[src/rtl/ntt8_pkg.sv]
// Package: shared sizes, types and modulo-257 helper functions.
// Assumes every word is in 0..256 and internal words are complemented
// (C = 256 - c), so bit 8 set means the value zero.
package ntt8_pkg;
    localparam int NPTS  = 8;
    localparam int LOGN  = $clog2(NPTS);
    localparam int WW    = 9;
    localparam int HALF  = NPTS / 2;

    typedef logic [WW-1:0]            word_t;
    typedef logic [NPTS-1:0][WW-1:0]  vec_t;

    // Plain value <-> complemented form (self-inverse on 0..256).
    function automatic word_t flip_enc(word_t v);
        return word_t'(9'd256 - v);
    endfunction

    // Sum in complemented form: A + B - 256, folded once into 0..256.
    function automatic word_t enc_add(word_t a, word_t b);
        logic [WW:0] s;
        s = {1'b0, a} + {1'b0, b};
        if (s >= 10'd256) return word_t'(s - 10'd256);
        return word_t'(s + 10'd1);
    endfunction

    // Difference in complemented form: A - B + 256, folded once into 0..256.
    function automatic word_t enc_sub(word_t a, word_t b);
        logic [WW:0] t;
        t = {1'b0, a} + 10'd256 - {1'b0, b};
        if (t >= 10'd257) return word_t'(t - 10'd257);
        return t[WW-1:0];
    endfunction

    // Multiply by 2^k in complemented form: rotate low byte, invert wrapped bits.
    function automatic word_t enc_rot(word_t c, int unsigned k);
        logic [15:0] dbl;
        logic [7:0]  wrap_mask;
        dbl       = {c[7:0], c[7:0]} << k;
        wrap_mask = ~(8'hFF << k);
        if (c[8]) return c;
        return {1'b0, dbl[15:8] ^ wrap_mask};
    endfunction

    // Reverse the LOGN index bits.
    function automatic int bit_rev(int v);
        int r;
        r = 0;
        for (int b = 0; b < LOGN; b++) r = (r << 1) | ((v >> b) & 1);
        return r;
    endfunction
endpackage

[src/rtl/ntt8_butterfly.sv]
// Module: one decimation-in-frequency butterfly in complemented form.
// top = a + b; bot = (a - b) * 2^SHIFT. Assumes inputs in 0..256, SHIFT < 8.
module ntt8_butterfly
    import ntt8_pkg::*;
#(
    parameter int SHIFT = 0
) (
    input  word_t a,
    input  word_t b,
    output word_t top,
    output word_t bot
);
    word_t diff;

    // Sum and difference, each folded back into range.
    always_comb begin
        top  = enc_add(a, b);
        diff = enc_sub(a, b);
    end

    // Twiddle by rotation; a zero shift is plain wiring.
    generate
        if (SHIFT == 0) begin : g_plain
            assign bot = diff;
        end else begin : g_rot
            assign bot = enc_rot(diff, SHIFT);
        end
    endgenerate
endmodule

[src/rtl/ntt8_layer.sv]
// Module: one layer of HALF butterflies. STAGE 0 pairs words 4 apart,
// STAGE 1 pairs words 2 apart, STAGE 2 adjacent words. Twiddle exponent of
// butterfly at offset p in its group is p * 2^STAGE (root 4 -> shift 2x that).
module ntt8_layer
    import ntt8_pkg::*;
#(
    parameter int STAGE = 0
) (
    input  vec_t din,
    output vec_t dout
);
    localparam int SPAN = NPTS >> (STAGE + 1);

    generate
        for (genvar bf = 0; bf < HALF; bf++) begin : g_bf
            localparam int GRP   = bf / SPAN;
            localparam int POS   = bf % SPAN;
            localparam int LO    = GRP * 2 * SPAN + POS;
            localparam int HI    = LO + SPAN;
            localparam int SHAMT = 2 * POS * (1 << STAGE);
            ntt8_butterfly #(.SHIFT(SHAMT)) u_bf (
                .a   (din[LO]),
                .b   (din[HI]),
                .top (dout[LO]),
                .bot (dout[HI])
            );
        end
    endgenerate
endmodule

[src/rtl/ntt8_transform.sv]
// Module: eight-point transform mod 257 with optional edge conversion,
// output ordering and output register. Assumes each input word is 0..256.
module ntt8_transform
    import ntt8_pkg::*;
#(
    parameter bit OUT_REG       = 1'b1,
    parameter bit NATURAL_ORDER = 1'b1,
    parameter bit ENC_IN        = 1'b1,
    parameter bit ENC_OUT       = 1'b1
) (
    input  logic                 clk,
    input  logic                 rst_n,
    input  logic                 in_valid,
    input  logic [NPTS*WW-1:0]   in_data,
    output logic                 out_valid,
    output logic [NPTS*WW-1:0]   out_data
);
    vec_t raw_in;
    vec_t layer_v [LOGN+1];
    vec_t ordered;
    vec_t result;

    assign raw_in = in_data;

    // Edge conversion into complemented form, if selected.
    generate
        for (genvar j = 0; j < NPTS; j++) begin : g_in
            if (ENC_IN) begin : g_conv
                assign layer_v[0][j] = flip_enc(raw_in[j]);
            end else begin : g_pass
                assign layer_v[0][j] = raw_in[j];
            end
        end
    endgenerate

    // Three butterfly layers.
    generate
        for (genvar s = 0; s < LOGN; s++) begin : g_layer
            ntt8_layer #(.STAGE(s)) u_layer (
                .din  (layer_v[s]),
                .dout (layer_v[s+1])
            );
        end
    endgenerate

    // Output ordering and conversion back to plain values, if selected.
    generate
        for (genvar k = 0; k < NPTS; k++) begin : g_out
            localparam int SRC = NATURAL_ORDER ? bit_rev(k) : k;
            assign ordered[k] = layer_v[LOGN][SRC];
            if (ENC_OUT) begin : g_conv
                assign result[k] = flip_enc(ordered[k]);
            end else begin : g_pass
                assign result[k] = ordered[k];
            end
        end
    endgenerate

    // Optional output register, loaded only on valid input.
    generate
        if (OUT_REG) begin : g_reg
            logic  vld_q;
            vec_t  dat_q;
            always_ff @(posedge clk) begin
                if (!rst_n) begin
                    vld_q <= 1'b0;
                    dat_q <= '0;
                end else begin
                    vld_q <= in_valid;
                    if (in_valid) dat_q <= result;
                end
            end
            assign out_valid = vld_q;
            assign out_data  = dat_q;
        end else begin : g_comb
            assign out_valid = in_valid;
            assign out_data  = result;
        end
    endgenerate
endmodule

[config.mk]
export PLATFORM = sky130hd
export DESIGN_NAME = ntt8_transform
export DESIGN_NICKNAME = d
export VERILOG_FILES = /design/src/rtl/ntt8_pkg.sv /design/src/rtl/ntt8_butterfly.sv /design/src/rtl/ntt8_layer.sv /design/src/rtl/ntt8_transform.sv
export SDC_FILE = /design/constraint.sdc
export NUM_CORES = 1
export LEC_CHECK = 0
export ABC_CLOCK_PERIOD_IN_PS = 10800
export BUFFER_PORTS_ARGS = -buffer_cell sky130_fd_sc_hd__buf_2
export CAP_MARGIN = 0
export CORE_ASPECT_RATIO = 1.1
export CORE_UTILIZATION = 39
export CTS_BUF_LIST = sky130_fd_sc_hd__clkbuf_16
export DETAILED_ROUTE_END_ITERATION = 8
export HOLD_SLACK_MARGIN = 0.06
export PLACE_DENSITY_LB_ADDON = 0.1
export SETUP_SLACK_MARGIN = 0.4
export SYNTH_ARGS = -nofsm -noshare
export SYNTH_HDL_FRONTEND = slang
export SYNTH_HIERARCHICAL = 1
export SYNTH_SLANG_ARGS = --single-unit
[constraint.sdc]
create_clock -name clk -period 10.8 [get_ports clk]
set_input_delay 1.08 -clock clk [delete_from_list [all_inputs] [get_ports clk]]
set_output_delay 1.08 -clock clk [all_outputs]
set_load 0.1 [all_outputs]
==> results.sh, run 1 <==
export IMPL_cts_sinks=73
export IMPL_main_combinational_cell_family_by_area_after_synthesis="simple AND/OR/NAND/NOR gates"
export IMPL_outcome="finished, final reports clean"
export IMPL_synth_nets=3268
export IMPL_place_hpwl_mm=51.1
export IMPL_holdWs_ps=474
export IMPL_synth_xor_area_share_pct=14.4
export IMPL_start_kind="primary input"
export IMPL_synth_cell_area_um2=22000
export IMPL_postSynthCellCount=2805
export IMPL_avgRoutedWirePerCell_um=16.0
export IMPL_post_synth_and_or_nand_nor_area_fraction_pct=23.6
export IMPL_tightest_slew_ps=960
export IMPL_ctsRootBufferMaster="clkbuf_16"
export IMPL_timing_critical_path_to_type="flop"
export IMPL_placeableCoreArea_um2=55300
export IMPL_io_buffers=147
export IMPL_maxCapViolCount=0
export IMPL_max_slew_margin_pct=36.0
export IMPL_dieHeight_um=251
export IMPL_antenna_found_initial=0
export IMPL_initialDrtViolationCount=993
export IMPL_clock_tree_htree_level_count=3
export IMPL_synth_mux_area_fraction_pct=3.96
export IMPL_antenna_diode_count=0
export IMPL_largest_cells_by_area_after_synthesis="ha_1 (21%), xnor2_1 (9.0%), dfxtp_1 (6.6%)"
export IMPL_peak_fanout_along_the_critical_path=6
export IMPL_grt_usage_pct=20.0
export IMPL_num_io_pins=148
export IMPL_grt_remaining_overflow=0
export IMPL_fmax_ghz=0.0965
export IMPL_yosys_cell_types_count=135
export IMPL_synth_largest_type_area_fraction_pct=20.7
export IMPL_required_ps=11030
export IMPL_global_route_wire_length_before_repair_mm=98.5
export IMPL_grt_pass1_vias=20200
export IMPL_grt_max_degree=84
export IMPL_floorplan_die_area_um2=57400
export IMPL_layout_drive_gt1_share_pct=22.8
export IMPL_synthAdderAreaFrac_pct=22.9
export IMPL_num_cts_buffers=9
export IMPL_post_synth_top_count_cell="ha_1"
export IMPL_synth_enable_flop_cells=0
export IMPL_min_path_type="flop to flop"
export IMPL_worstSkewPairLatency_ps=330
export IMPL_worst_path_max_delay_cell="or4_4"
export IMPL_rsz0062_at_grt="yes"
export IMPL_worst_setup_hold_path_clk_slew_ps=60
export IMPL_vias=21000
export IMPL_async_flop_share_pct=0
export IMPL_drt_pre_antenna_iters=5
export IMPL_synth_flop_cell="dfxtp_1"
export IMPL_bufs_on_longest_clock_path=2
export IMPL_drt_antenna_violating_nets=0
export IMPL_timing_worst_setup_path_type="primary input to flop"
export IMPL_cts_tree="yes"
export IMPL_timing_critical_path_mode_cell="ha_4"
export IMPL_min_period_over_period_pct=95.9
export IMPL_max_stage_delay_ps=550
export IMPL_rd_place_congestion=0.914
export IMPL_synth_yosys_warnings=6
export IMPL_number_of_slew_limit_violations_in_the_final_report=0
export IMPL_initial_core_util_pct=39.8
export IMPL_area_delta_synth_final_pct=21.1
export IMPL_timing_clock_skew_ps=0
export IMPL_remaining_drc_errors=0
export IMPL_via_per_instance_ratio=5.48
export IMPL_min_period_ps=10360
export IMPL_die_width_um=229
export IMPL_yosys_register_bits=73
export IMPL_register_area_share_after_synthesis_pct=6.64
export IMPL_nets=3556
export IMPL_synth_largest_area_cell="ha_1"
export IMPL_synthTopCellsByCount="ha_1 (364), inv_1 (303), xnor2_1 (225)"
export IMPL_postRouteWirelength_mm=61.3
export IMPL_final_hold_viol_count=0
export IMPL_worst_ep_arrival_time_ps=10600
export IMPL_synthesis_area_per_instance_um2=7.85
export IMPL_placement_rows=90
export IMPL_synth_compound_area_share_pct=22.3
export IMPL_setup_viol=0
-- metal layers --
layer	track usage, %	up-vias	share of wire, %
met1	26.6	9855	48
met5	0	-	0
met4	3.97	0	1.4
met3	0.953	46	2.2
met2	35.6	320	48
li1	-	10800	-
-- area by class of cell --
type | count | area (µm²)
inverter | 306 | 1160
fill | 5542 | 28600
timing repair buffer | 322 | 2100
multi-input combinational | 2381 | 20700
tap | 736 | 921
clock buffer | 9 | 225
sequential | 73 | 1460
clock inverter | 7 | 101
-- sequential cells by signal (all words and copies together) (netlist names) --
register,flops
out_valid,1
out_data,72
-- kinds of logic after synthesis --
group	after synthesis
compound gates	642
xor+xnor	347
fa+ha+maj	388
buf+inv	351
flops	73
mux	84
simple gates	920
-- path summary, 6_finish.rpt --
path	start	endpoint	slack, ps	cells after the start
max	in_data[32]	out_data[68]$_SDFFE_PN0P_	440	40
min	out_data[30]$_SDFFE_PN0P_	out_data[30]$_SDFFE_PN0P_	470	2
max reg2reg	out_data[52]$_SDFFE_PN0P_	out_data[52]$_SDFFE_PN0P_	9910	2
min reg2reg	out_data[30]$_SDFFE_PN0P_	out_data[30]$_SDFFE_PN0P_	470	2
-- what timing repair did --
action	in CTS	in global routing
gates resized for setup	6	240
buffers inserted	2	54
hold endpoints to repair	0	0
pin swaps	1	95
setup endpoints to repair	11	42
hold buffers	0	0
-- critical path: cells and delay by family --
kind                       cells  cell delay [ps]
muxes                          4             1130
adders and majority gates      8             2190
and+or+nand+nor                9             2260
buffers and inverters          7              770
AOI/OAI and AO/OA             10             2780
xor gates and xnor gates       2              370
-- metrics by stage --
stage	utilization, %	area [µm²]	setup slack [ps]	setup TNS [ps]	cells
6_report	48.2	26700	439	0	3834
5_1_grt	48.2	26700	107	0	3834
4_1_cts	45.0	24900	311	0	3780
3_5_place_dp	44.4	24500	-196	-586	3762
3_3_place_gp	44.4	24500	-31.9	-31.9	3762
2_1_floorplan	-	22200	366	0	2805
-- placed cells by master, fill, tap and decap left out, types with 26 or more instances in the layout --
cell type  instances
xor2_1            96
buf_4            167
a21oi_1           98
nand4_1           37
a21o_1            51
nand3_1          110
nand3b_1          26
nor3b_1           27
nor4_1            29
buf_2            144
o211ai_1          29
mux2i_1           55
ha_1             309
nor2b_1           60
inv_1            294
xnor2_1          206
ha_4              38
or3_1             41
nor3_1            67
dfxtp_1           73
and3_1            37
nor2_1           173
a211oi_1          33
nand2b_1          33
nand2_1          102
o21ai_0           80
Power of run 1 is left out: the tool's default activity adds up to more than one toggle a clock period on the data nets, which glitch-free logic cannot reach.
==> run 2, diff against run 1 <==
--- a/config.mk
+++ b/config.mk
@@ -14,6 +14,7 @@
 export DETAILED_ROUTE_END_ITERATION = 8
 export HOLD_SLACK_MARGIN = 0.06
 export PLACE_DENSITY_LB_ADDON = 0.1
+export REMOVE_ABC_BUFFERS = 1
 export SETUP_SLACK_MARGIN = 0.4
 export SYNTH_ARGS = -nofsm -noshare
 export SYNTH_HDL_FRONTEND = slang
==> results.sh, run 2 (synthesis gave the netlist of run 1 again) <==
export IMPL_ctsRootBufferMaster="clkbuf_16"
export IMPL_groute_layer_met2_usage_pct=36.5
export IMPL_drt_pre_antenna_iters=6
export IMPL_global_routing_met3_resource_utilization_pct=0.749
export IMPL_maxCapViolCount=0
export IMPL_largest_register_ff_count=72
export IMPL_area_delta_synth_final_pct=24.8
export IMPL_min_period_ps=10100
export IMPL_avgRoutedWirePerCell_um=15.3
export IMPL_io_buffers=147
export IMPL_num_cts_buffers=9
export IMPL_dp_worst_setup_slack_ps=-306
export IMPL_rd_place_congestion=0.914
export IMPL_grt_remaining_overflow=0
export IMPL_timing_worst_setup_path_type="primary input to flop"
export IMPL_crit_buf_inv=10
export IMPL_number_of_slew_limit_violations_in_the_final_report=0
export IMPL_nets=3697
export IMPL_timing_clock_skew_ps=0
export IMPL_final_hold_viol_count=0
export IMPL_start_kind="primary input"
export IMPL_vias=21400
export IMPL_use_met1_pct=26.5
export IMPL_antenna_found_initial=0
export IMPL_setup_viol=0
export IMPL_cts_hold_fix_buffers=0
export IMPL_critical_path_top_delay_family="simple AND/OR/NAND/NOR gates"
export IMPL_globalRoute_busiestLayer="met2"
export IMPL_required_ps=11090
export IMPL_floorplan_die_area_um2=57400
export IMPL_layout_common_cells="ha_1 (320), buf_4 (308), inv_1 (298)"
export IMPL_bufs_on_longest_clock_path=2
export IMPL_tightest_slew_ps=781
export IMPL_postLayoutSetupSlackWorst_ps=702
export IMPL_mostFrequentLayoutCell="ha_1"
export IMPL_placed_cells=3928
export IMPL_via_per_instance_ratio=5.38
export IMPL_min_path_type="flop to flop"
export IMPL_place_hpwl_mm=51.4
export IMPL_antenna_diode_count=0
export IMPL_worst_setup_hold_path_clk_slew_ps=60
export IMPL_worst_ep_arrival_time_ps=10380
export IMPL_cts_sinks=73
export IMPL_initialDrtViolationCount=810
export IMPL_grt_max_degree=59
export IMPL_max_slew_margin_pct=47.5
export IMPL_peak_fanout_along_the_critical_path=7
export IMPL_worstSkewPairLatency_ps=350
export IMPL_fmax_ghz=0.0990
export IMPL_placeableCoreArea_um2=55300
export IMPL_drt_antenna_violating_nets=0
export IMPL_grt_usage_pct=20.1
export IMPL_timing_critical_path_to_type="flop"
export IMPL_worst_path_max_delay_cell="or4_4"
export IMPL_stdcell_count=3975
export IMPL_global_route_wire_length_before_repair_mm=99.1
export IMPL_layout_drive_gt1_share_pct=25.7
export IMPL_remaining_drc_errors=0
export IMPL_clock_tree_htree_level_count=3
export IMPL_postRouteWirelength_mm=60.8
export IMPL_outcome="finished, final reports clean"
export IMPL_num_io_pins=148
export IMPL_rsz0062_at_grt="yes"
export IMPL_cts_tree="yes"
export IMPL_max_stage_delay_ps=560
export IMPL_min_period_over_period_pct=93.5
export IMPL_dieHeight_um=251
export IMPL_grt_pass1_vias=20500
export IMPL_die_width_um=229
export IMPL_placement_rows=90
export IMPL_initial_core_util_pct=39.8
[run 2: final timing paths]
check / from / endpoint / slack (ps) / cells past startpoint
hold reg to reg: out_data[21]$_SDFFE_PN0P_ / out_data[21]$_SDFFE_PN0P_ / 470 / 2
setup reg to reg: out_data[52]$_SDFFE_PN0P_ / out_data[52]$_SDFFE_PN0P_ / 9900 / 2
setup / recovery: in_data[31] / out_data[60]$_SDFFE_PN0P_ / 700 / 42
hold / removal: out_data[21]$_SDFFE_PN0P_ / out_data[21]$_SDFFE_PN0P_ / 470 / 2
[run 2: layout make-up]
class	count	area [µm²]
clock buffers	9	225
repair buffers	463	3150
clock inverters	7	76.3
flip-flops and latches	73	1460
fillers	5446	27800
well taps	736	921
inverters	306	1150
multi-input cells	2381	20500
[run 2: repair_timing]
item / 4_1_cts / 5_1_grt
endpoints found under the setup margin: 11 / 43
buffers inserted: 3 / 28
gates resized for setup: 27 / 214
hold endpoints to repair: 0 / 0
pin swaps: 8 / 63
[run 2: stage by stage]
step	utilization, %	hold slack, ps	TNS, ps	instance area (µm²)
floorplan	-	900	-200	21800
finish	49.7	471	0	27500
global placement	46.3	460	-73.9	25600
detailed placement	46.3	464	-910	25600
CTS	47.1	476	0	26000
global route	49.7	498	0	27500
[run 2: tightest hold or removal path: cells and delay by family, from the launching register on]
family / cells / cell delay, ps
flops: 1 / 310
simple gates: 2 / 120
[run 2: layer usage]
layer,wire length (µm),vias to the layer above,share of wire [%]
li1,-,11100,-
met1,29600,10000,49
met3,1080,36,1.8
met4,573,0,0.94
met2,29500,257,49
met5,0,-,0
Power of run 2 is left out for the same reason.
==> run 3, diff against run 2 <==
--- a/config.mk
+++ b/config.mk
@@ -5,8 +5,9 @@
 export SDC_FILE = /design/constraint.sdc
 export NUM_CORES = 1
 export LEC_CHECK = 0
+export ABC_AREA = 1
 export ABC_CLOCK_PERIOD_IN_PS = 10800
-export BUFFER_PORTS_ARGS = -buffer_cell sky130_fd_sc_hd__buf_2
+export BUFFER_PORTS_ARGS = -buffer_cell sky130_fd_sc_hd__clkbuf_2
 export CAP_MARGIN = 0
 export CORE_ASPECT_RATIO = 1.1
 export CORE_UTILIZATION = 39
==> results.sh, run 3 <==
export IMPL_required_ps=11050
export IMPL_post_synth_top_count_cell="nand2_1"
export IMPL_synthTopCellsByCount="nand2_1 (1,136), inv_1 (752), nor2_1 (382)"
export IMPL_worstSkewPairLatency_ps=340
export IMPL_tns_ps=0
export IMPL_min_period_ps=9310
export IMPL_io_buffers=147
export IMPL_antenna_found_initial=0
export IMPL_cts_sinks=73
export IMPL_rsz0062_at_grt="no"
export IMPL_critical_path_top_delay_family="simple AND/OR/NAND/NOR gates"
export IMPL_synth_enable_flop_cells=0
export IMPL_postLayoutSetupSlackWorst_ps=1490
export IMPL_placement_rows=97
export IMPL_tightest_slew_ps=1080
export IMPL_antenna_diode_count=0
export IMPL_ctsRootBufferMaster="clkbuf_16"
export IMPL_layout_drive_gt1_share_pct=11.5
export IMPL_synth_yosys_warnings=6
export IMPL_rd_place_congestion=0.878
export IMPL_vias=24500
export IMPL_ff_latch_area_um2=1460
export IMPL_placed_cells=5179
export IMPL_r2r_setup_slack_ps=10040
export IMPL_grt_max_degree=73
export IMPL_floorplan_die_area_um2=66000
export IMPL_register_area_share_after_synthesis_pct=5.76
export IMPL_worst_ep_arrival_time_ps=9560
export IMPL_number_of_slew_limit_violations_in_the_final_report=0
export IMPL_mostFrequentLayoutCell="nand2_1"
export IMPL_worst_setup_hold_path_clk_slew_ps=60
export IMPL_grt_usage_pct=18.9
export IMPL_max_stage_delay_ps=440
export IMPL_fmax_ghz=0.107
export IMPL_largest_register_ff_count=72
export IMPL_start_kind="primary input"
export IMPL_synth_largest_area_cell="ha_1"
export IMPL_outcome="finished, final reports clean"
export IMPL_yosys_register_bits=73
export IMPL_synth_largest_type_area_fraction_pct=18.0
export IMPL_grt_remaining_overflow=0
export IMPL_drt_pre_antenna_iters=5
export IMPL_nets=4812
export IMPL_setup_viol=0
export IMPL_filler_cell_count=7066
export IMPL_clock_tree_htree_level_count=3
export IMPL_remaining_drc_errors=0
export IMPL_dp_worst_setup_slack_ps=1070
export IMPL_multi_input_area_um2=20600
export IMPL_synth_cell_area_um2=25400
export IMPL_placeableCoreArea_um2=64000
export IMPL_avgRoutedWirePerCell_um=12.1
export IMPL_min_period_over_period_pct=86.2
export IMPL_num_io_pins=148
export IMPL_stdcell_count=5195
export IMPL_maxCapViolCount=0
export IMPL_yosys_cell_types_count=46
export IMPL_initial_core_util_pct=39.6
export IMPL_min_path_type="flop to flop"
export IMPL_die_width_um=245
export IMPL_max_slew_margin_pct=28.0
export IMPL_crit_buf_inv=9
export IMPL_timing_critical_path_to_type="flop"
export IMPL_bufs_on_longest_clock_path=2
export IMPL_worst_path_max_delay_cell="fa_1"
export IMPL_postRouteWirelength_mm=62.8
export IMPL_place_hpwl_mm=55.1
export IMPL_async_flop_share_pct=0
export IMPL_final_hold_viol_count=0
export IMPL_dieHeight_um=269
export IMPL_cts_hold_fix_buffers=0
export IMPL_area_delta_synth_final_pct=7.18
export IMPL_via_per_instance_ratio=4.71
export IMPL_peak_fanout_along_the_critical_path=17
export IMPL_synthesis_area_per_instance_um2=5.99
export IMPL_grt_pass1_vias=22600
export IMPL_cts_tree="yes"
export IMPL_drt_antenna_violating_nets=0
export IMPL_initialDrtViolationCount=816
export IMPL_global_route_wire_length_before_repair_mm=107
export IMPL_largest_cells_by_area_after_synthesis="ha_1 (18%), nand2_1 (17%), inv_1 (11%)"
export IMPL_timing_critical_path_mode_cell="nand2_1"
export IMPL_synth_flop_cell="dfxtp_1"
export IMPL_layout_common_cells="nand2_1 (1,136), inv_1 (753), nor2_1 (382)"
export IMPL_postSynthCellCount=4229
export IMPL_timing_worst_setup_path_type="primary input to flop"
export IMPL_num_cts_buffers=9
export IMPL_timing_clock_skew_ps=0
[run 3: changes by cell type after synthesis, moves of 44 or more]
cell     before   now
nand2_2       0    97
nand4_1      37   189
nor2b_1      61     0
nor4_1       44     0
mux2i_1      62     7
nand3_1     115   336
a21o_1       51     6
nor2_1      178   382
nand3_2       2    49
nand2_1     104  1136
xor2_1      109   189
inv_1       303   752
nand2_4       0    51
xnor2_1     225    50
[run 3: layer usage]
layer  vias up  routed length [µm]  GRT usage [%]
li1      13600                   -              -
met1     10600               32000           25.8
met2       239               28900           32.7
met3        38                1120          0.856
met4         0                 720           3.42
met5         -                   0              0
[run 3: final cells by class]
cell class / instances / area share [%]
clock inverters: 7 / 0.230
inverters: 797 / 11.0
flip-flops and latches: 73 / 5.38
clock buffers: 9 / 0.829
repair buffers: 148 / 2.74
well taps: 841 / 3.87
multi-input cells: 3320 / 75.9
[run 3: worst reg2reg max path: stages, from the launching register on]
cell and delay, ps:
dfxtp_1 360, o21ai_0 80, o21bai_1 190, inv_1 80
[run 3: what timing repair did]
| item | in CTS | in global routing |
|---|---|---|
| gates resized for setup | 0 | 1 |
| setup buffers | 0 | 0 |
| endpoints found under the setup margin | 0 | 1 |
[run 3: cells by family after synthesis]
kind of cell	share of synthesized area (%)
XOR/XNOR	8.26
AO/OA/AOI/OAI	6.52
AND/OR/NAND/NOR	46.3
buffers and inverters	12.9
flip-flops	5.76
multiplexers	0.365
adder cells (fa/ha/maj)	19.9
[run 3: final timing paths]
check / startpoint / cells past startpoint / to
setup reg to reg: out_data[57]$_SDFFE_PN0P_ / 3 / out_data[57]$_SDFFE_PN0P_
setup / recovery: in_data[27] / 61 / out_data[71]$_SDFFE_PN0P_
hold / removal: out_data[37]$_SDFFE_PN0P_ / 2 / out_data[37]$_SDFFE_PN0P_
hold reg to reg: out_data[37]$_SDFFE_PN0P_ / 2 / out_data[37]$_SDFFE_PN0P_
[run 3: through the flow]
stage	hold slack, ps	instance area, µm²	utilization [%]
final	497	27200	42.5
after global routing	541	27200	42.5
after CTS	500	27200	42.5
after detailed placement	482	26900	42.0
after global placement	481	26900	42.0
after floorplan	962	25100	-
Power of run 3 is left out for the same reason.
